--- config.mk ---
export PLATFORM = sky130hd
export DESIGN_NAME = page_chunker
export DESIGN_NICKNAME = d
export VERILOG_FILES = /design/src/rtl/pgsplit_pkg.sv /design/src/rtl/pgsplit_pagecmp.sv /design/src/rtl/pgsplit_len.sv /design/src/rtl/pgsplit_pend.sv /design/src/rtl/page_chunker.sv
export SDC_FILE = /design/constraint.sdc
export NUM_CORES = 1
export LEC_CHECK = 0
export ABC_AREA = 0
export BUFFER_PORTS_ARGS = -buffer_cell sky130_fd_sc_hd__buf_2
export CAP_MARGIN = 15
export CORE_ASPECT_RATIO = 1.4
export CORE_UTILIZATION = 32
export CTS_CLUSTER_SIZE = 8
export DETAILED_ROUTE_END_ITERATION = 10
export SETUP_SLACK_MARGIN = 0.1
export SYNTH_ARGS = -nofsm -noshare
export SYNTH_HDL_FRONTEND = slang
export SYNTH_SLANG_ARGS = --single-unit
--- constraint.sdc ---
create_clock -name clk -period 10.71 [get_ports clk]
set_input_delay 2.142 -clock clk [delete_from_list [all_inputs] [get_ports clk]]
set_output_delay 2.142 -clock clk [all_outputs]
set_load 0.05 [all_outputs]
--- src/rtl/pgsplit_pkg.sv ---
package pgsplit_pkg;
  typedef enum logic {
    ST_IDLE,
    ST_EMIT
  } split_st_e;
endpackage

--- src/rtl/pgsplit_pagecmp.sv ---
// Decides at acceptance whether a request stays inside one page.
module pgsplit_pagecmp #(
  parameter int ADDR_W    = 24,
  parameter int CNT_W     = 16,
  parameter int PAGE_BITS = 8
) (
  input  logic [ADDR_W-1:0] offset,
  input  logic [CNT_W-1:0]  count,
  output logic              one_page
);
  localparam int SUM_W = ADDR_W + 1;

  logic [SUM_W-1:0] end_sum;
  logic [SUM_W-PAGE_BITS-1:0] start_pg;
  logic [SUM_W-PAGE_BITS-1:0] end_pg;

  always_comb begin
    end_sum  = {1'b0, offset} + SUM_W'(count);
    start_pg = {1'b0, offset[ADDR_W-1:PAGE_BITS]};
    end_pg   = end_sum[SUM_W-1:PAGE_BITS];
    one_page = (start_pg == end_pg);
  end
endmodule

--- src/rtl/pgsplit_len.sv ---
// Length of the chunk at the current position.
module pgsplit_len #(
  parameter int CNT_W     = 16,
  parameter int PAGE_BITS = 8
) (
  input  logic [PAGE_BITS-1:0] addr_lo,
  input  logic [CNT_W-1:0]     remain,
  input  logic                 fast,
  output logic [PAGE_BITS:0]   len,
  output logic                 last
);
  localparam int LEN_W = PAGE_BITS + 1;
  localparam logic [LEN_W-1:0] PAGE_SZ = LEN_W'(1) << PAGE_BITS;

  logic [LEN_W-1:0] room;
  logic             fits;

  always_comb begin
    room = PAGE_SZ - {1'b0, addr_lo};
    fits = (remain <= CNT_W'(room));
    if (fast || fits) begin
      len  = remain[LEN_W-1:0];
      last = 1'b1;
    end else begin
      len  = room;
      last = 1'b0;
    end
  end
endmodule

--- src/rtl/pgsplit_pend.sv ---
// Write-pending flag: set wins over clear.
module pgsplit_pend (
  input  logic clk,
  input  logic rst_n,
  input  logic set,
  input  logic clr,
  output logic q
);
  always_ff @(posedge clk) begin
    if (!rst_n)   q <= 1'b0;
    else if (set) q <= 1'b1;
    else if (clr) q <= 1'b0;
  end
endmodule

--- src/rtl/page_chunker.sv ---
module page_chunker
  import pgsplit_pkg::*;
#(
  parameter int ADDR_W    = 24,
  parameter int CNT_W     = 16,
  parameter int PAGE_BITS = 8
) (
  input  logic                 clk,
  input  logic                 rst_n,
  input  logic                 req_valid,
  output logic                 req_ready,
  input  logic [ADDR_W-1:0]    req_offset,
  input  logic [CNT_W-1:0]     req_count,
  output logic                 chunk_valid,
  input  logic                 chunk_ready,
  output logic [ADDR_W-1:0]    chunk_addr,
  output logic [PAGE_BITS:0]   chunk_len,
  output logic [CNT_W-1:0]     chunk_idx,
  output logic                 chunk_last,
  output logic                 done,
  input  logic                 pend_clr,
  output logic                 wr_pending
);
  localparam int LEN_W = PAGE_BITS + 1;

  split_st_e         st_q;
  logic [ADDR_W-1:0] addr_q;
  logic [CNT_W-1:0]  rem_q;
  logic [CNT_W-1:0]  idx_q;
  logic              fast_q;
  logic              done_q;
  logic              one_page;
  logic              take_req;
  logic              take_chunk;
  logic [LEN_W-1:0]  len_w;
  logic              last_w;

  pgsplit_pagecmp #(
    .ADDR_W(ADDR_W), .CNT_W(CNT_W), .PAGE_BITS(PAGE_BITS)
  ) u_cmp (
    .offset  (req_offset),
    .count   (req_count),
    .one_page(one_page)
  );

  pgsplit_len #(
    .CNT_W(CNT_W), .PAGE_BITS(PAGE_BITS)
  ) u_len (
    .addr_lo(addr_q[PAGE_BITS-1:0]),
    .remain (rem_q),
    .fast   (fast_q),
    .len    (len_w),
    .last   (last_w)
  );

  assign req_ready   = (st_q == ST_IDLE);
  assign chunk_valid = (st_q == ST_EMIT);
  assign take_req    = req_valid && req_ready;
  assign take_chunk  = chunk_valid && chunk_ready;

  always_ff @(posedge clk) begin
    if (!rst_n) begin
      st_q   <= ST_IDLE;
      addr_q <= '0;
      rem_q  <= '0;
      idx_q  <= '0;
      fast_q <= 1'b0;
      done_q <= 1'b0;
    end else begin
      done_q <= 1'b0;
      if (take_req) begin
        if (req_count == '0) begin
          done_q <= 1'b1;
        end else begin
          st_q   <= ST_EMIT;
          addr_q <= req_offset;
          rem_q  <= req_count;
          idx_q  <= '0;
          fast_q <= one_page;
        end
      end else if (take_chunk) begin
        if (last_w) begin
          st_q   <= ST_IDLE;
          done_q <= 1'b1;
        end else begin
          addr_q <= addr_q + ADDR_W'(len_w);
          rem_q  <= rem_q - CNT_W'(len_w);
          idx_q  <= idx_q + CNT_W'(len_w);
          fast_q <= 1'b0;
        end
      end
    end
  end

  pgsplit_pend u_pend (
    .clk  (clk),
    .rst_n(rst_n),
    .set  (take_req && (req_count != '0)),
    .clr  (pend_clr),
    .q    (wr_pending)
  );

  assign chunk_addr = addr_q;
  assign chunk_len  = len_w;
  assign chunk_idx  = idx_q;
  assign chunk_last = last_w;
  assign done       = done_q;
endmodule

==> impl_metrics.env <==
export IMPL_die_area_um2=16500
export IMPL_finalCritPeriodShare_pct=55.6
export IMPL_syn_to_final_growth_pct=17.5
export IMPL_ys_types=69
export IMPL_synthAdderAreaFrac_pct=13.9
export IMPL_relSlewSlack_pct=43.1
export IMPL_finalHoldViolCount=0
export IMPL_viasPerCell=5.59
export IMPL_cts_buffer_depth=2
export IMPL_die_w_um=109
export IMPL_worst_pin_slew_ns=0.850
export IMPL_synth_flop_cell="dfxtp_1"
export IMPL_synth_simple_gate_area_share_pct=20.6
export IMPL_crit_chain="or3_1 > or2_2 > nor4_1 > xnor2_1 > inv_1 > ha_1 > nand4_1 > o21ai_0 > a31oi_1 > o21a_1 > o21ai_0 > buf_2"
export IMPL_wl_per_cell_um=17.8
export IMPL_drt_iter0_markers=265
export IMPL_dr_pass1_iters=5
export IMPL_crit_path_end_kind="output pin"
export IMPL_syn_cell_area_um2=5130
export IMPL_core_area_um2=15600
export IMPL_syn_num_nets=758
export IMPL_ios=99
export IMPL_hold_buffers=0
export IMPL_antenna_found_initial=0
export IMPL_routed_wl_mm=16.8
export IMPL_fin_total_pwr_mw=1.92
export IMPL_route_vias_total=5263
export IMPL_io_buffers=98
export IMPL_hpwl_mm=12.5
export IMPL_grt_pass1_vias=5044
export IMPL_ys_seq_elements=60
export IMPL_power_frac_clock_pct=14.9
export IMPL_fillCellCount=1695
export IMPL_fmax_mhz=168
export IMPL_rsz0062_at_grt="no"
export IMPL_die_h_um=152
export IMPL_grt_max_degree=61
export IMPL_path_max_fanout=12
export IMPL_min_path_type="reg -> reg"
export IMPL_crit_top_cell="o21ai_0"
export IMPL_overflow=0
export IMPL_ir_drop_mv=0.161
export IMPL_synth_compound_area_share_pct=28.1
export IMPL_clock_skew_ns=0.00790
export IMPL_start_util_pct=32.9
export IMPL_postRouteAntennaNets=0
export IMPL_cts_root_buf="clkbuf_16"
export IMPL_post_cts_buffers=0
export IMPL_synth_mux_area_fraction_pct=2.32
export IMPL_critPathRequiredTime_ns=8.57
export IMPL_fin_setup_tns_ns=0
export IMPL_slew_violations=0
export IMPL_ys_async_sr_fraction_pct=0
export IMPL_status="finished clean"
export IMPL_ctsResizeCount=0
export IMPL_fin_nets=841
export IMPL_antenna_cells=0
export IMPL_max_stage_delay_ns=0.54
export IMPL_cap_violations=0
export IMPL_synth_top_family_by_area="compound AO/OA/AOI/OAI gates"
export IMPL_setup_violations=0
export IMPL_gp_congestion=0.854
export IMPL_clkTransAtPathRegs_ns=0.06
export IMPL_power_internal_mw=0.903
export IMPL_avgSynthCellArea_um2=7.80
export IMPL_cts_buffers=9
export IMPL_cts_sinks=60
export IMPL_final_layout_size_suffix_gt1_share_pct=20.0
export IMPL_grt_usage_pct=21.2
export IMPL_seqCellArea_um2=1200
export IMPL_pre_cts_slack_ns=5.10
export IMPL_rrSetupSlack_ns=5.18
export IMPL_synthCells=658
export IMPL_p_switching_mw=1.02
export IMPL_p_leak_nw=2.66
export IMPL_period_needed_ns=5.96
export IMPL_grt_pass1_wl_mm=26.9
export IMPL_synth_warnings=0
export IMPL_ys_seq_area_share_pct=23.4
export IMPL_setup_slack_ns=4.75
export IMPL_path_class="reg -> out"
export IMPL_cts_htree_levels=3
export IMPL_cp_arrival_ns=3.82
export IMPL_crit_slowest_cell="o21ai_0"
export IMPL_cts_tree="yes"
export IMPL_combPwrFrac_pct=68.6
export IMPL_multi_input_area_um2=3610
export IMPL_power_switching_share_pct=53.0
export IMPL_route_detailed_drc=0
export IMPL_synth_edf_count=0
export IMPL_rows=54
export IMPL_p_per_area_nw_per_um2=319
export IMPL_clk_latency_ns=0.34
export IMPL_start_kind="register"
export IMPL_p_seq_share_pct=16.5
export IMPL_synthXorXnorAreaFrac_pct=5.29
[critical path, delay by kind of cell, from the launching register on]
kind            cells  cell delay [ns]
compound gates      4             1.14
flops               1             0.37
fa+ha+maj           1             0.28
simple gates        4             1.06
buf+inv             2             0.43
xor+xnor            1             0.18
[power groups by stage]
stage	clock network, mW	logic, mW	registers (mW)
3_5_place_dp	0	1.31	0.321
3_3_place_gp	0	1.31	0.321
2_1_floorplan	0	0.964	0.386
5_1_grt	0.299	1.46	0.324
4_1_cts	0.292	1.32	0.317
6_report	0.287	1.32	0.317
[final cells by class]
class	instances	area share (%)
Multi-Input combinational cell	525	59.9
Sequential cell	60	19.9
Timing Repair Buffer	102	8.64
Tap cell	196	4.07
Clock buffer	10	3.97
Inverter	43	2.68
Clock inverter	6	0.789
[final timing paths]
| kind | cells after the start | endpoint | start |
|---|---|---|---|
| min | 2 | u_pend.q$_SDFFE_PN0P_ | u_pend.q$_SDFFE_PN0P_ |
| min reg2reg | 2 | u_pend.q$_SDFFE_PN0P_ | u_pend.q$_SDFFE_PN0P_ |
| max reg2reg | 23 | chunk_addr[14]$_SDFFE_PN0P_ | chunk_addr[2]$_SDFFE_PN0P_ |
| max | 12 | chunk_len[0] | chunk_addr[2]$_SDFFE_PN0P_ |
[Yosys cell counts, types with 5 or more instances]
cell type | count | share of area (%)
xnor2_1 | 20 | 3.4
a211oi_1 | 21 | 3.1
a31oi_1 | 17 | 2.1
and3_1 | 10 | 1.2
o21a_1 | 12 | 1.8
a21o_1 | 10 | 1.5
ha_1 | 52 | 13
nand2b_1 | 5 | 0.61
a21oi_1 | 54 | 5.3
nand4_1 | 8 | 0.98
nor2b_1 | 10 | 1.2
dfxtp_1 | 60 | 23
o21ai_0 | 35 | 3.4
nor4_1 | 9 | 1.1
nand3_1 | 14 | 1.4
nand2_1 | 42 | 3.1
or3_1 | 7 | 0.85
xor2_1 | 11 | 1.9
nor3_1 | 21 | 2.0
nor2_1 | 75 | 5.5
mux2_2 | 7 | 1.5
o211ai_1 | 6 | 0.88
a211oi_2 | 5 | 1.2
inv_1 | 43 | 3.1
a311oi_1 | 5 | 0.85
or2_2 | 5 | 0.61
clkbuf_1 | 22 | 1.6
[registers in the layout, indices dropped and copies added, names as in the netlist]
signal       flops
chunk_valid      1
rem_q           16
u_pend.q         1
fast_q           1
chunk_addr      24
chunk_idx       16
done             1
[metrics by stage]
stage	hold WS, ns	util [%]	std cells	area [um2]
6_report	0.472	38.6	942	6030
5_1_grt	0.492	38.6	942	6030
4_1_cts	0.478	38.6	942	6030
3_5_place_dp	0.467	36.8	926	5740
3_3_place_gp	0.463	36.8	926	5740
2_1_floorplan	0.450	-	658	5130
[layer usage]
layer / up-vias / GRT usage, % / part of all wire, %
li1: 2603 / - / -
met2: 138 / 37.8 / 52
met4: 0 / 8.88 / 3.3
met5: - / 0 / 0
met1: 2483 / 24.9 / 41
met3: 39 / 2.45 / 3.8
[kinds of logic (layout without fill, tap and decap cells)]
family | count (synthesis) | after routing
flops | 60 | 60
buf+inv | 73 | 161
compound gates | 210 | 210
xor+xnor | 31 | 31
mux | 11 | 11
fa+ha+maj | 55 | 55
simple gates | 218 | 218
[placed cells by master, fill, tap and decap left out, types with 20 or more instances in the layout]
cell type,synthesis,routed
inv_1,43,43
nand2_1,42,41
ha_1,52,52
xnor2_1,20,20
o21ai_0,35,35
dfxtp_1,60,60
buf_2,2,98
a211oi_1,21,21
nor3_1,21,21
nor2_1,75,75
a21oi_1,54,54
No activity file was read; power rests on OpenSTA's default activity.
